===== src/rtl/tpc_pkg.sv =====
package tpc_pkg;
  localparam int unsigned SMP_W = 8;
  localparam int unsigned SLOTS = 16;
  localparam int unsigned FRAME_W = SMP_W * SLOTS;

  typedef logic [SMP_W-1:0] smp_t;

  localparam logic [2:0] RA_ADDR = 3'd0;
  localparam logic [2:0] RA_TCNT = 3'd1;
  localparam logic [2:0] RA_CTRL = 3'd2;
  localparam logic [2:0] RA_STAT = 3'd3;

  function automatic logic pstat_is(smp_t b, logic [2:0] code);
    return b[2:0] == code;
  endfunction

  function automatic logic [31:0] status_word(logic done, logic trig,
                                              logic full, logic lock);
    return {28'd0, lock, full, trig, done};
  endfunction
endpackage


===== src/rtl/tpc_sampler.sv =====
module tpc_sampler
  import tpc_pkg::*;
#(
  parameter logic [2:0] TRIG_CODE = 3'b110
) (
  input  logic run,
  input  logic half,
  input  logic rise,
  input  logic fall,
  input  smp_t din,
  output logic fire,
  output smp_t sample,
  output logic trig_hit
);
  always_comb begin
    fire     = run && (rise || (half && fall));
    sample   = din;
    trig_hit = fire && pstat_is(din, TRIG_CODE);
  end
endmodule


===== src/rtl/tpc_packer.sv =====
module tpc_packer
  import tpc_pkg::*;
#(
  parameter int unsigned NSLOT = SLOTS
) (
  input  logic                   clk,
  input  logic                   rst_n,
  input  logic                   clr,
  input  logic                   fire,
  input  smp_t                   din,
  output logic                   frm_done,
  output logic [NSLOT*SMP_W-1:0] frm_data
);
  localparam int unsigned SW = (NSLOT > 1) ? $clog2(NSLOT) : 1;
  localparam logic [SW-1:0] LAST = SW'(NSLOT - 1);

  logic [SW-1:0] slot_q;
  smp_t          buf_q [NSLOT];

  always_ff @(posedge clk or negedge rst_n) begin
    if (!rst_n) begin
      slot_q <= '0;
      for (int i = 0; i < NSLOT; i++) buf_q[i] <= '0;
    end else if (clr) begin
      slot_q <= '0;
    end else if (fire) begin
      buf_q[slot_q] <= din;
      slot_q        <= (slot_q == LAST) ? '0 : slot_q + 1'b1;
    end
  end

  assign frm_done = fire && (slot_q == LAST);

  for (genvar g = 0; g < NSLOT; g++) begin : g_lane
    if (g == NSLOT - 1) begin : g_last
      assign frm_data[g*SMP_W +: SMP_W] = (slot_q == LAST) ? din : buf_q[g];
    end else begin : g_mid
      assign frm_data[g*SMP_W +: SMP_W] = buf_q[g];
    end
  end
endmodule


===== src/rtl/tpc_posttrig.sv =====
module tpc_posttrig #(
  parameter int unsigned CW = 16
) (
  input  logic          clk,
  input  logic          rst_n,
  input  logic          clr,
  input  logic          trig_hit,
  input  logic          commit,
  input  logic [CW-1:0] tcnt,
  output logic          trig_q,
  output logic          trig_first,
  output logic          stop_now
);
  logic [CW:0] rem_q, rem_base, rem_next;
  logic        armed;

  always_comb begin
    trig_first = trig_hit && !trig_q;
    rem_base   = trig_first ? ({1'b0, tcnt} + (CW+1)'(1)) : rem_q;
    rem_next   = rem_base - (CW+1)'(1);
    armed      = trig_q || trig_first;
    stop_now   = commit && armed && (rem_next == '0);
  end

  always_ff @(posedge clk or negedge rst_n) begin
    if (!rst_n) begin
      trig_q <= 1'b0;
      rem_q  <= '0;
    end else if (clr) begin
      trig_q <= 1'b0;
      rem_q  <= '0;
    end else begin
      if (trig_first) trig_q <= 1'b1;
      if (commit && armed) rem_q <= rem_next;
      else if (trig_first) rem_q <= rem_base;
    end
  end
endmodule


===== src/rtl/trace_capture_ctrl.sv =====
module trace_capture_ctrl
  import tpc_pkg::*;
#(
  parameter int unsigned FRAMES    = 16,
  parameter int unsigned CW        = 16,
  parameter logic [2:0]  TRIG_CODE = 3'b110,
  localparam int unsigned AW = (FRAMES > 1) ? $clog2(FRAMES) : 1
) (
  input  logic               clk,
  input  logic               rst_n,
  input  logic               trc_rise,
  input  logic               trc_fall,
  input  logic [7:0]         trc_data,
  input  logic               trc_locked,
  input  logic               reg_we,
  input  logic [2:0]         reg_addr,
  input  logic [31:0]        reg_wdata,
  output logic [31:0]        reg_rdata,
  output logic               mem_we,
  output logic [AW-1:0]      mem_addr,
  output logic [FRAME_W-1:0] mem_wdata
);
  localparam logic [AW-1:0] LAST_FRM = AW'(FRAMES - 1);

  function automatic logic [AW-1:0] frame_step(logic [AW-1:0] a);
    return (a == LAST_FRM) ? '0 : a + 1'b1;
  endfunction

  logic          run_q, half_q, st_done_q, st_full_q;
  logic [AW-1:0] addr_q;
  logic [CW-1:0] tcnt_q;

  logic wr_ctrl, addr_wr, start, halt_cmd, pk_clr;
  logic fire, trig_hit, frm_done, commit, stop_now, trig_flag, trig_first;
  smp_t sample;
  logic [FRAME_W-1:0] frm_data;

  assign wr_ctrl  = reg_we && (reg_addr == RA_CTRL);
  assign addr_wr  = reg_we && (reg_addr == RA_ADDR);
  assign start    = wr_ctrl && reg_wdata[0] && !run_q;
  assign halt_cmd = wr_ctrl && !reg_wdata[0];
  assign pk_clr   = start || halt_cmd;
  assign commit   = frm_done && !halt_cmd;

  tpc_sampler #(.TRIG_CODE(TRIG_CODE)) u_smp (
    .run(run_q), .half(half_q), .rise(trc_rise), .fall(trc_fall),
    .din(trc_data), .fire(fire), .sample(sample), .trig_hit(trig_hit)
  );

  tpc_packer #(.NSLOT(SLOTS)) u_pack (
    .clk(clk), .rst_n(rst_n), .clr(pk_clr), .fire(fire), .din(sample),
    .frm_done(frm_done), .frm_data(frm_data)
  );

  tpc_posttrig #(.CW(CW)) u_trig (
    .clk(clk), .rst_n(rst_n), .clr(start), .trig_hit(trig_hit && !halt_cmd),
    .commit(commit), .tcnt(tcnt_q), .trig_q(trig_flag),
    .trig_first(trig_first), .stop_now(stop_now)
  );

  always_ff @(posedge clk or negedge rst_n) begin
    if (!rst_n) begin
      mem_we    <= 1'b0;
      mem_addr  <= '0;
      mem_wdata <= '0;
    end else begin
      mem_we <= commit;
      if (commit) begin
        mem_addr  <= addr_q;
        mem_wdata <= frm_data;
      end
    end
  end

  always_ff @(posedge clk or negedge rst_n) begin
    if (!rst_n) begin
      addr_q    <= '0;
      tcnt_q    <= '0;
      run_q     <= 1'b0;
      half_q    <= 1'b0;
      st_done_q <= 1'b0;
      st_full_q <= 1'b0;
    end else begin
      if (addr_wr) addr_q <= reg_wdata[AW-1:0];
      else if (commit) addr_q <= frame_step(addr_q);

      if (reg_we && (reg_addr == RA_TCNT)) tcnt_q <= reg_wdata[CW-1:0];

      if (wr_ctrl) begin
        run_q  <= reg_wdata[0];
        half_q <= reg_wdata[1];
      end else if (stop_now) begin
        run_q <= 1'b0;
      end

      if (start) st_full_q <= 1'b0;
      else if (commit && (addr_q == LAST_FRM)) st_full_q <= 1'b1;

      if (start) st_done_q <= 1'b0;
      else if (stop_now) st_done_q <= 1'b1;
    end
  end

  always_comb begin
    case (reg_addr)
      RA_ADDR: reg_rdata = 32'(addr_q);
      RA_TCNT: reg_rdata = 32'(tcnt_q);
      RA_CTRL: reg_rdata = {30'd0, half_q, run_q};
      RA_STAT: reg_rdata = status_word(st_done_q, trig_flag, st_full_q, trc_locked);
      default: reg_rdata = '0;
    endcase
  end
endmodule


===== config.mk =====
export PLATFORM = sky130hd
export DESIGN_NAME = trace_capture_ctrl
export DESIGN_NICKNAME = d
export VERILOG_FILES = /design/src/rtl/tpc_pkg.sv /design/src/rtl/tpc_sampler.sv /design/src/rtl/tpc_packer.sv /design/src/rtl/tpc_posttrig.sv /design/src/rtl/trace_capture_ctrl.sv
export SDC_FILE = /design/constraint.sdc
export NUM_CORES = 1
export LEC_CHECK = 0
export BUFFER_PORTS_ARGS = -buffer_cell sky130_fd_sc_hd__buf_2
export CAP_MARGIN = 15
export CORE_MARGIN = 3
export CORE_UTILIZATION = 47
export CTS_CLUSTER_SIZE = 8
export DETAILED_ROUTE_END_ITERATION = 6
export PLACE_DENSITY = 0.65
export REMOVE_ABC_BUFFERS = 1
export SLEW_MARGIN = 20
export SYNTH_ARGS = -nofsm -noshare
export SYNTH_HDL_FRONTEND = slang
export SYNTH_HIERARCHICAL = 1
export SYNTH_SLANG_ARGS = --single-unit

===== constraint.sdc =====
create_clock -name clk -period 4.75 [get_ports clk]
set_clock_uncertainty 0.1 [all_clocks]
set_input_delay 0 -clock clk [delete_from_list [all_inputs] [get_ports clk]]
set_output_delay 0 -clock clk [all_outputs]
set_load 0.01 [all_outputs]

# [Word level (Yosys, flattened, before mapping)]
# Cells that the tools add are included.
[totals] word_cells=99 output_inout_bits=165 register_bits=307
[op_classes] n_reduce_logical=34 addsub=4 n_mux=23 n_bitwise=2 n_eq_ne=6 n_lt_le_gt_ge=2
[op_table] cell="128-bit bitwise mux" count=1
[op_table] cell="17-bit 2-to-1 mux" count=4
[op_table] cell="16-bit one-hot mux with 4 select lines" count=1
[op_table] cell="8-bit demux with 4-bit select" count=1
[op_table] cell="4-bit 2-to-1 mux" count=6
[op_table] cell="16-bit by 1-bit adder with 17-bit output, second input constant" count=1
[op_table] cell="1-bit logical AND" count=17
[op_table] cell="17-bit logical NOT" count=1
[op_table] cell="17-bit by 1-bit subtractor with 17-bit output, second input constant" count=1
[op_table] cell="8-bit 2-to-1 mux" count=2
[op_table] cell="2-bit nonzero test" count=6
[op_table] cell="4-bit by 1-bit adder with 4-bit output, second input constant" count=2
[op_table] cell="4-bit == test, second input constant" count=2
[op_table] cell="1-bit 2-to-1 mux" count=8
[op_table] cell="3-bit by 2-bit == test with 1-bit output, second input constant" count=2
[op_table] cell="5-bit greater-or-equal comparator, second input constant" count=1
[op_table] cell="5-bit by 1-bit less-than comparator with 1-bit output, second input constant" count=1
[op_table] cell="4-bit NOT with 5-bit output" count=1
[op_table] cell="1-bit logical NOT" count=4
[op_table] cell="3-bit by 1-bit == test with 1-bit output, second input constant" count=1
[op_table] cell="3-bit == test, second input constant" count=1
[op_table] cell="3-bit logical NOT" count=1
[op_table] cell="1-bit logical OR" count=3
[op_table] cell="3-bit nonzero test" count=1
[op_table] cell="2 further kinds" count=2

# [Logic depth before layout (Yosys ltp)]
[depth] ltp_word=12 depth_mapped=18 mapped_depth_nobuf=15

# [Hierarchy]
# The synthesis kept the hierarchy.
[by_module_without_submodules] mod="trace_capture_ctrl" seq_area_each_um2=3928.8 cells_per_inst=687 area_each_um2=6354.8 instances=1
[by_module_without_submodules] mod="tpc_packer" seq_area_each_um2=3303.2 cells_per_inst=447 area_each_um2=6353.6 instances=1
[by_module_without_submodules] mod="tpc_posttrig" seq_area_each_um2=450.4 cells_per_inst=209 area_each_um2=1685.4 instances=1
[by_module_without_submodules] mod="tpc_sampler" seq_area_each_um2=0.0 cells_per_inst=12 area_each_um2=83.8 instances=1

# [Worst setup path after synthesis]
# Ideal clock, no wire load.
[synth_timing] kind="register to register" start="register run_q" end="register run_q" setup_slack_ns=1.200 arrival_time_ns=3.333 required_ns=4.533 setup_ns=0.117 stages_incl_launch_ff=17 cell_sequence="dfrtp_1 > nand4b_1 > nor2_1 > o21a_1 > nand2b_1 > inv_2 > buf_2 > buf_1 > mux2i_1 > ha_1 > nand2_1 > or4_1 > buf_2 > xnor2_1 > nor4b_1 > nand3b_1 > nand2_1"
[synth_via] elab_chain_cells=9 word_cells_on_any_way=13 classes_between="add/sub (1); mux (1); reduce/logical (11)"
[synth_lines] element="start: declaration" line_no="trace_capture_ctrl.sv:29" source="logic run_q, half_q, st_done_q, st_full_q;"
[synth_lines] element="start signal: assignment" line_no="trace_capture_ctrl.sv:90" source="run_q <= reg_wdata[0];"
[synth_lines] element="1-bit logical AND *" line_no="tpc_sampler.sv:16" source="fire = run && (rise || (half && fall));"
[synth_lines] element="1-bit logical AND *" line_no="tpc_sampler.sv:18" source="trig_hit = fire && pstat_is(din, TRIG_CODE);"
[synth_lines] element="via trig_hit" line_no="trace_capture_ctrl.sv:34" source="logic fire, trig_hit, frm_done, commit, stop_now, trig_flag, trig_first;"
[synth_lines] element="1-bit logical AND *" line_no="trace_capture_ctrl.sv:56" source=".clk(clk), .rst_n(rst_n), .clr(start), .trig_hit(trig_hit && !halt_cmd),"
[synth_lines] element="1-bit logical AND *" line_no="tpc_posttrig.sv:18" source="trig_first = trig_hit && !trig_q;"
[synth_lines] element="via trig_first" line_no="trace_capture_ctrl.sv:34"
[synth_lines] element="17-bit 2-to-1 mux" line_no="tpc_posttrig.sv:19" source="rem_base = trig_first ? ({1'b0, tcnt} + (CW+1)'(1)) : rem_q;"
[synth_lines] element="17-bit by 1-bit subtractor with 17-bit output" line_no="tpc_posttrig.sv:20" source="rem_next = rem_base - (CW+1)'(1);"
[synth_lines] element="17-bit logical NOT" line_no="tpc_posttrig.sv:22" source="stop_now = commit && armed && (rem_next == '0);"
[synth_lines] element="1-bit logical AND *" line_no="tpc_posttrig.sv:22"
[synth_lines] element="via stop_now" line_no="trace_capture_ctrl.sv:34"
[synth_lines] element="2-bit nonzero test (no source line) *"
# Mark *: on every way through the listed nets, which the timed path passes. The rest lies on a longest branch.
# A chain may end at the register's enable or synchronous reset.

# [Worst setup path after layout]
[layout_timing] start="register half_q" end="register run_q"
[layout_via] elab_chain_cells=11 word_cells_on_any_way=15 classes_between="add/sub (1); mux (1); reduce/logical (13)"
[layout_lines] element="start: declaration" line_no="trace_capture_ctrl.sv:29"
[layout_lines] element="start signal: assignment" line_no="trace_capture_ctrl.sv:91" source="half_q <= reg_wdata[1];"
[layout_lines] element="1-bit logical AND *" line_no="tpc_sampler.sv:16"
[layout_lines] element="1-bit logical OR *" line_no="tpc_sampler.sv:16"
[layout_lines] element="1-bit logical AND *" line_no="tpc_sampler.sv:16"
[layout_lines] element="1-bit logical AND *" line_no="tpc_sampler.sv:18"
[layout_lines] element="via trig_hit" line_no="trace_capture_ctrl.sv:34"
[layout_lines] element="1-bit logical AND *" line_no="trace_capture_ctrl.sv:56"
[layout_lines] element="1-bit logical AND *" line_no="tpc_posttrig.sv:18"
[layout_lines] element="via trig_first" line_no="trace_capture_ctrl.sv:34"
[layout_lines] element="17-bit 2-to-1 mux" line_no="tpc_posttrig.sv:19"
[layout_lines] element="17-bit by 1-bit subtractor with 17-bit output" line_no="tpc_posttrig.sv:20"
[layout_lines] element="17-bit logical NOT" line_no="tpc_posttrig.sv:22"
[layout_lines] element="1-bit logical AND *" line_no="tpc_posttrig.sv:22"
[layout_lines] element="via stop_now" line_no="trace_capture_ctrl.sv:34"
[layout_lines] element="2-bit nonzero test (no source line) *"
# Marked as above.

==> key figures <==
Run status
  – Status: completed

Timing
  – Fmax: 229 MHz
  – Setup violations, final: 0
  – Setup tns final: 0 ns
  – Max_slew headroom: 38.8%
  – Pins Over Slew Limit: 0
  – Final hold viol count: 0
  – Final min period: approximately 4.4 ns
  – Share of the clock period used by the worst path: ~92%
  – Actual slew at the worst max-slew pin: 0.918 ns
  – RSZ-0062 raised after global routing: no
  – Worst Hold Slack: between 0.02 and 0.025 ns

Setup path
  – CP Data Arrival Time: between 4 and 5 ns
  – CP Launch Type: register
  – Crit end category: register
  – Critical path type: register to register
  – Req. time, crit path: 5.06 ns
  – Crit Path Max Fanout: 22
  – Worst r2r path cells: 15

Placed design
  – GP Congestion: a little over 0.8
  – Post-placement cell count: roughly 1.8k
  – Port-buffer cells: ~180
  – Detail Placement HPWL: slightly above 20,000 um

Synthesis
  – Mapped Area: 14,500 um2
  – Number of flops mapped to enable cells by yosys: 0
  – Distinct cells, synth: 76
  – Ys async rst share: 100%
  – Seq/Total Area, Yosys: a little over half
  – Post-Synthesis Cells: 1,355
  – Seq cells post-synth: a little over 300
  – Synthesized area per cell: around 11 um2
  – Synth warnings: 6
  – Post-synth top flop: dfrtp_1

Drt
  – Via density: 5.15
  – Iteration count of the initial detailed-routing pass: 5
  – WL/cell: roughly 18 um
  – Drt initial violations: ~540
  – DRC: 0
  – WL final: 32,800 um
  – Final ANT Viol Nets: 0
  – Via count: around 9.5k

Global routing
  – Grt ovf: 0
  – GRT Util Overall: approximately a fifth
  – First-pass GRT wire length: around 53,000 um
  – Number of global-route vias before repair: between 9k and 10k
  – Initial antenna violation count: 0
  – Pin count of the biggest net entering global routing: approximately 110

Cells and area
  – # fillers: 2,692
  – # diodes: 0
  – Layout cell share with drive strength beyond 1: between 20% and 30%
  – P&R area growth vs syn: 11.7%
  – Layout Cells excl Fill: between 1.5k and 2k
  – Final net count: ~1.5k

Floorplan
  – CORE AREA: 30,000 um2
  – Die X: roughly 180 um
  – Row Count: between 60 and 70
  – I/O pins: approximately 210
  – Die ar.: around 33,000 um2
  – Starting Density: between 40 and 50%
  – Die Span Y: between 150 and 200 um

Clock tree
  – H-tree depth: 2
  – CTS max path bufs: 3
  – CTS tree: yes
  – Root buffer cell: clkbuf_16
  – Clock transition at path regs: 0.05 ns
  – CTS sink cnt: just over 300
  – Clk Latency, worst-skew pair: 0.53 ns
  – Num CTS Buffers: 44
  – Number of setup buffers added after CTS: 0

Power and ir drop
  – Pwr dens: about 440 nW/um2
  – Overall Power: 7.13 mW
  – P_leak: 8.68 nW
  – Max VDD drop: just under 0.0003 V

Run
  – Max Cap Viol: 0

Min path
  – Worst Hold Class: primary input to async pin
[layout make-up]
| class | instances | area, um2 | share of cell area, % |
|---|---|---|---|
| Clock buffer | 45 | 1130 | 6.97 |
| Clock inverter | 3 | 47.5 | 0.294 |
| Inverter | 9 | 36.3 | 0.224 |
| Multi-Input combinational cell | 852 | 5410 | 33.5 |
| Sequential cell | 307 | 7680 | 47.5 |
| Tap cell | 390 | 488 | 3.02 |
| Timing Repair Buffer | 229 | 1380 | 8.51 |
[path summary, 6_finish.rpt]
kind	start	to	slack, ns
hold reg to reg	u_pack/frm_data[4]$_DFFE_PN0P_	mem_wdata[4]$_DFFE_PN0P_	0.36
setup / recovery	half_q$_DFFE_PN0N_	run_q$_DFFE_PN0P_	0.38
min in group clk	trc_data[4]	u_pack/frm_data[92]$_DFFE_PN0P_	0.03
setup reg to reg	half_q$_DFFE_PN0N_	run_q$_DFFE_PN0P_	0.38
hold / removal	rst_n	tcnt_q[9]$_DFFE_PN0P_	0.02
max in group asynchronous	rst_n	mem_wdata[23]$_DFFE_PN0P_	3.20
[per-layer routing]
layer	track usage (%)	up-vias	part of all wire, %
li1	-	4462	-
met1	28.2	4676	46
met2	31.3	251	46
met3	3.85	61	5.5
met4	5.94	0	2.5
met5	0	-	0
[cells by family after synthesis]
group | share of synthesized area [%]
other | 0.0259
adder cells (fa/ha/maj) | 0.691
XOR/XNOR | 1.39
flip-flops | 53.1
AO/OA/AOI/OAI | 3.36
buffers and inverters | 10.0
AND/OR/NAND/NOR | 18.3
multiplexers | 13.2
[placed cells by master (no fill, tap or decap), types with 4 or more instances in the layout]
master / Yosys / layout
a211oi_1: 4 / 4
a21oi_1: 17 / 16
a31oi_1: 9 / 9
and2_1: 14 / 14
buf_2: 21 / 180
buf_4: 156 / 12
clkbuf_16: 0 / 45
conb_1: 1 / 16
dfrtp_1: 307 / 307
dlygate4sd3_1: 0 / 35
ha_1: 8 / 8
inv_1: 7 / 7
mux2_1: 11 / 11
mux2_2: 125 / 125
mux2_4: 16 / 16
mux2i_1: 9 / 9
nand2_1: 421 / 421
nand2b_1: 5 / 5
nand3_1: 15 / 15
nand4_2: 4 / 4
nor2_1: 38 / 38
nor2b_1: 4 / 4
nor3_1: 6 / 6
nor3_4: 5 / 5
nor4_1: 8 / 8
o21ai_0: 13 / 13
o21ai_1: 6 / 6
or3_1: 8 / 8
or4_1: 4 / 4
xnor2_1: 12 / 12
xor2_1: 11 / 11
[Yosys cell counts, types with 6 or more instances]
| cell type | number | area, um2 |
|---|---|---|
| buf_2 | 21 | 105 |
| or3_1 | 8 | 50.1 |
| and2_1 | 14 | 87.6 |
| o21ai_0 | 13 | 65.1 |
| xor2_1 | 11 | 96.3 |
| nand3_1 | 15 | 75.1 |
| a21oi_1 | 17 | 85.1 |
| a31oi_1 | 9 | 56.3 |
| ha_1 | 8 | 100 |
| mux2_2 | 125 | 1410 |
| dfrtp_1 | 307 | 7680 |
| nor3_1 | 6 | 30.0 |
| buf_4 | 156 | 1170 |
| mux2_4 | 16 | 240 |
| clkbuf_1 | 18 | 67.6 |
| nand2_1 | 421 | 1580 |
| nor2_1 | 38 | 143 |
| nor4_1 | 8 | 50.1 |
| mux2_1 | 11 | 124 |
| o21ai_1 | 6 | 30.0 |
| mux2i_1 | 9 | 90.1 |
| xnor2_1 | 12 | 105 |
| inv_1 | 7 | 26.3 |
[report_power, final]
group          switching [mW]  internal, mW  total (mW)  leakage [nW]
clock network            1.07          1.67        2.73         0.574
registers               0.279          2.99        3.27          4.17
logic                   0.570         0.555        1.12          3.93
[metrics by stage]
stage               cell area, um2  setup WS [ns]  utilization [%]
floorplan                    13100         -0.347                -
global placement             14600          0.791             48.7
detailed placement           14600          0.757             48.7
CTS                          16200          0.196             53.8
global route                 16200         0.0926             53.8
finish                       16200          0.377             53.8
[worst max-delay path, cell delays in order (launching register included)]
cell and delay [ns]:
dfrtp_1 0.39, a21oi_1 0.26, nor2_1 0.07, dlygate4sd3_1 0.56, o21a_1 0.13, nand2b_1 0.11
inv_2 0.17, or3_1 0.40, o2bb2ai_2 0.16, nor3_4 0.36, nand4b_4 0.16, or4_1 0.64
xnor2_1 0.17, nor4b_2 0.37, nand3b_1 0.16, nand2_1 0.05
[flip-flops by register name, summed over array words and instances (netlist names)]
register         cells
u_pack/buf_q         8
half_q               1
mem_addr             4
mem_wdata          128
u_pack/frm_data    120
u_trig/trig_q        1
st_done_q            1
u_pack/slot_q        4
addr_q               4
st_full_q            1
tcnt_q              16
u_trig/rem_q        17
run_q                1
mem_we               1
[repair_timing]
action,in CTS,in global routing
endpoints found under the setup margin,0,2
resized for setup,0,1
hold endpoints to repair,201,0
hold buffers,35,0
(Power assumes the default switching activity.)
